## config.mk

```make
export PLATFORM = sky130hd
export DESIGN_NAME = lfsr_phase_shifter
export DESIGN_NICKNAME = d
export VERILOG_FILES = /design/src/rtl/lfsr_phase_shifter.sv
export SDC_FILE = /design/constraint.sdc
export NUM_CORES = 1
export LEC_CHECK = 0
export BUFFER_PORTS_ARGS = -buffer_cell sky130_fd_sc_hd__buf_4
export CAP_MARGIN = 10
export CORE_AREA = 4 4 41 43
export CTS_CLUSTER_DIAMETER = 120
export CTS_CLUSTER_SIZE = 8
export DETAILED_ROUTE_END_ITERATION = 10
export DIE_AREA = 0 0 45 47
export PLACE_DENSITY_LB_ADDON = 0.15
export SLEW_MARGIN = 20
export SYNTH_ARGS = -nofsm -noshare
export SYNTH_HDL_FRONTEND = slang
export SYNTH_SLANG_ARGS = --single-unit
```

## constraint.sdc

```tcl
create_clock -name clk -period 1.4 [get_ports clk]
set_input_delay 0.14 -clock clk [delete_from_list [all_inputs] [get_ports clk]]
set_output_delay 0.14 -clock clk [all_outputs]
set_load 0.005 [all_outputs]
```

## src/rtl/lfsr_phase_shifter.sv

```systemverilog
module lfsr_phase_shifter #(
  parameter logic [3:0] SAFE_SEED = 4'b0001
) (
  input  logic       clk,
  input  logic       rst_n,
  input  logic       step_en,
  input  logic       seed_load,
  input  logic [3:0] seed,
  output logic [4:0] chan
);

  logic [3:0] state;
  logic       fb;
  logic       c2, c3;

  assign fb = state[0] ^ state[1];

  always_ff @(posedge clk) begin
    if (!rst_n)
      state <= SAFE_SEED;
    else if (seed_load)
      state <= (seed == 4'b0000) ? SAFE_SEED : seed;
    else if (step_en)
      state <= {fb, state[3:1]};
  end

  assign c2 = state[2] ^ state[3];
  assign c3 = state[0] ^ state[1];

  assign chan[0] = state[0];
  assign chan[1] = c2;
  assign chan[2] = c3;
  assign chan[3] = c2 ^ c3;
  assign chan[4] = c3 ^ state[3];

  a_r5_hold: assert property (@(posedge clk) disable iff (!rst_n)
    (!seed_load && !step_en) |=> $stable(chan));

  a_r2_load_lands: assert property (@(posedge clk) disable iff (!rst_n)
    (seed_load && seed != 4'b0000) |=> chan[0] == $past(seed[0]));

  a_r3_zero_seed: assert property (@(posedge clk) disable iff (!rst_n)
    (seed_load && seed == 4'b0000) |=> chan == 5'b11101);

  a_r6_shift: assert property (@(posedge clk) disable iff (!rst_n)
    (step_en && !seed_load) |=> chan[0] == $past(state[1]));

  a_r8_nonzero: assert property (@(posedge clk) disable iff (!rst_n)
    state != 4'b0000);

endmodule

```

---- After elaboration in Yosys (flattened, before gate mapping) ----
Cells that the tools add are included.
W data, S select, Z words.
word-level totals
  bits in writable memories ............... 0
  bits of input ports ..................... 8
  register bits after elaboration ......... 4
  latch bits .............................. 0
  memories ................................ 0
  ROM bits ................................ 0
  output and inout bits ................... 5
cells by class
  muxes and demuxes ....................... 3
  shift-type cells ........................ 0
  add/subtract/negate cells ............... 0
  $lt $le $gt $ge ......................... 0
  multiply operators ...................... 0
  reductions and logical operators ........ 2
  bitwise logic cells ..................... 4
  equality and inequality tests ........... 0
  div/mod/pow operators ................... 0
operators by type and width
  kind                number
  $mux W4             3
  $logic_not A4 Y1    1
  $xor A1 B1 Y1       4
  $reduce_bool A2 Y1  1

---- Longest topological paths before layout ----
  depth in word-level cells ............... 3
  mapped depth ............................ 4

---- Worst setup path before layout ----
No wires, ideal clock.
  kind .................................... register to output
  start ................................... register state[1]
  end ..................................... output port chan[3]
  arrival ................................. 0.950 ns
  required time ........................... 1.260 ns
  cell stages (with the launch flop) ...... 4
  path buffers ............................ 0
  setup slack ............................. 0.310 ns
  cell sequence ........................... dfxtp_1 xnor2_1 xnor2_1 xor2_1
on the way
  longest elaborated chain between the ends .. 2
ends and longest elaborated chain
  what                      RTL line  source
  start: declaration        12        logic [3:0] state;
  start signal: assignment  22        state <= (seed == 4'b0000) ? SAFE_SEED : seed;
  start signal: assignment  24        state <= {fb, state[3:1]};
  $xor A1 B1 Y1             28        assign c3 = state[0] ^ state[1];
  $xor A1 B1 Y1             33        assign chan[3] = c2 ^ c3;
  end: declaration          9         output logic [4:0] chan
No other way between the ends.

---- Worst setup path after layout ----
  start ................................... register state[0]
  end ..................................... output port chan[3]
The elaborated chain is that of the path after synthesis.

==> key figures <==
Drt
  – Drt via density: 4.12
  – Routed vias: 243
  – Routed Antenna Nets: 0
  – Starting DRT DRC Count: 5
  – TritonRoute pass-1 iters: 4
  – Final WL: roughly 600 um
  – Drt wl/cell: slightly above 10 um
  – # DRC: 0

Worst hold path
  – Hold WC Path Type: in -> reg

Global route
  – Grt ovf: 0
  – Vias in the first global route: around 220
  – Total track usage: 0.0656
  – Antenna violations before repair: 0
  – Largest net degree at the start of global routing: 9
  – First-pass GRT wire length: 910 um

Final layout
  – Fin util: 0.307
  – Area grow syn2layout: 55.6%
  – Total Nets Final: 54
  – Largest reg by FF count: state
  – Largest registers: state (4)
  – Diode count: 0
  – Fill cell count: 157
  – Post-route cell area: between 300 and 400 um2
  – Post-route insts no fill: a little under 60
  – Layout cells sized above 1: 0.523
  – Max reg flops: 4

Synthesis
  – EDFF count, synth: 0
  – Synth Instances: 30
  – Synth unique cells: 17
  – Top FF cell, synth: dfxtp_1
  – Ys async rst share: 0
  – Top post-synthesis cells by count: 4 x dfxtp_1, 3 x buf_4, 3 x nand2_1, 3 x o21ai_0
  – Area contributors post-synth: dfxtp_1 31%, buf_4 8.8%, mux2i_1 7.8%, xnor2_1 6.8%, xor2_1 6.8%
  – FF+latch count, synth: 4
  – Syn_area_per_cell: 8.55 um2
  – Most frequent cell after synthesis: dfxtp_1
  – Yosys top cell area share: 0.312
  – Mapped Area: about 260 um2
  – Sequential element share of the synthesized area: 0.312
  – Syn. warnings: 0
  – Syn_nets: 38
  – Largest area contributor in the netlist: dfxtp_1

Timing
  – Fin Setup TNS: 0 ns
  – Number of setup violations in the final report: 0
  – Final slew viol count: 0
  – Final hold violation count: 0
  – Layout Skew: ~0.0012 ns
  – Slack of the critical path: 0.0331 ns
  – Worst slew pin tran: about 0.21 ns
  – RSZ-0062 raised after global routing: true
  – Slew headroom: 0.860
  – Final min period: between 1 and 1.5 ns
  – Fmax: roughly 730 MHz
  – Final Cycle Share: 0.976
  – Worst hold slack: between 0.1 and 0.15 ns

Floorplan
  – Die area: 2120 um2
  – Core Rows: 13
  – I/O pin count: 13
  – Initial Util: 0.197
  – Die width: 45 um
  – Core area: ~1300 um2
  – Die height: roughly 47 um

Place
  – Number of port buffers: 12
  – Placed insts: 54
  – Pre-CTS setup slack: between 0.2 and 0.25 ns
  – Gpl congestion: approximately 0.62
  – Dpl cell area: around 350 um2

Clock tree
  – H-tree levels: 1
  – Clock transition at the registers of the reported paths: approximately 0.04 ns
  – Number of clock sinks: 4
  – Clock Latency Late Sink: about 0.23 ns
  – Total CTS buffers: 3
  – CTS Root Cell: clkbuf_4
  – CTS max path bufs: 2
  – CTS tree: built

Outcome
  – Status: finished, final reports clean

Setup path
  – Critical Path Start Type: register
  – Worst path required time: 1.26 ns
  – Crit path DAT: roughly 1.2 ns
  – CP endpoint kind: primary output
  – Critical path class: reg -> out
  – Maximum fanout along the worst path: 3

Power
  – Static Leak: ~0.19 nW
  – Clk network pwr share: 0.349
  – Reg power frac: 0.333
  – Switching power total: roughly 0.098 mW
  – VDD IR-drop max: just under 0.3 mV
  – P_int: about 0.30 mW
  – Power Dens Cells: 1000 nW/um2
  – Switch share: 0.245
  – Total power: roughly 0.4 mW
  – Comb pwr share: 0.319

Flow run
  – MaxCap Viol Count: 0
power groups by stage:
stage	sequential (mW)	combinational [mW]	clock, mW
finish	0.133	0.127	0.139
global route	0.134	0.138	0.155
global placement	0.133	0.108	0
CTS	0.133	0.116	0.148
floorplan	0.131	0.0591	0
detailed placement	0.133	0.109	0
per-layer routing:
layer,share of wire,track usage,up-vias,wire length [um]
met4,0,0.0702,0,0
met3,0.15,0.0383,0,88
met5,0,0,-,0
met2,0.41,0.0847,14,248
li1,-,-,128,-
met1,0.44,0.0705,101,264
kinds of logic (layout without fill, tap and decap cells):
logic type | Yosys count | count (layout) | synth area share
buf+inv | 5 | 19 | 0.122
simple gates | 9 | 9 | 0.180
flops | 4 | 4 | 0.312
mux | 2 | 2 | 0.0781
xor+xnor | 4 | 4 | 0.137
compound gates | 6 | 6 | 0.171
final cells by class:
| cell class | count | area (um2) | area share |
|---|---|---|---|
| clock buffers | 3 | 22.5 | 0.0564 |
| repair buffers | 15 | 113 | 0.282 |
| flip-flops and latches | 4 | 81.3 | 0.204 |
| inverters | 1 | 3.75 | 0.00940 |
| well taps | 15 | 18.8 | 0.0470 |
| multi-input cells | 21 | 160 | 0.401 |
critical path, cell delays in order (launching register included):
cell,delay [ns]
dfxtp_2,0.33
xnor2_2,0.22
xnor2_2,0.16
xor2_1,0.16
buf_4,0.13
layout by cell type, fill, tap and decap left out, types with 2 or more instances in the layout:
cell type / netlist / layout
buf_4: 3 / 15
nand2_1: 3 / 3
o21ai_0: 3 / 3
clkbuf_4: 0 / 3
dfxtp_1: 4 / 3
xnor2_2: 0 / 2
xor2_1: 2 / 2
mux2i_1: 2 / 2
and2_1: 2 / 2
what timing repair did:
item | CTS | global route
setup buffers | 0 | 2
gates cloned | 0 | 0
pin swaps | 0 | 3
endpoints found under the hold margin | 0 | 0
hold buffers | 0 | 0
gates resized for setup | 2 | 1
endpoints found under the setup margin | 1 | 1
worst paths after layout:
check / from / end / slack (ns) / depth (start not counted)
min: rst_n / state[0] / 0.12 / 2
min reg2reg: state[1] / state[0] / 0.64 / 2
max: state[0] / chan[3] / 0.03 / 4
max reg2reg: state[1] / state[3] / 0.13 / 5
Note: power is estimated with default switching activity, not from simulation.
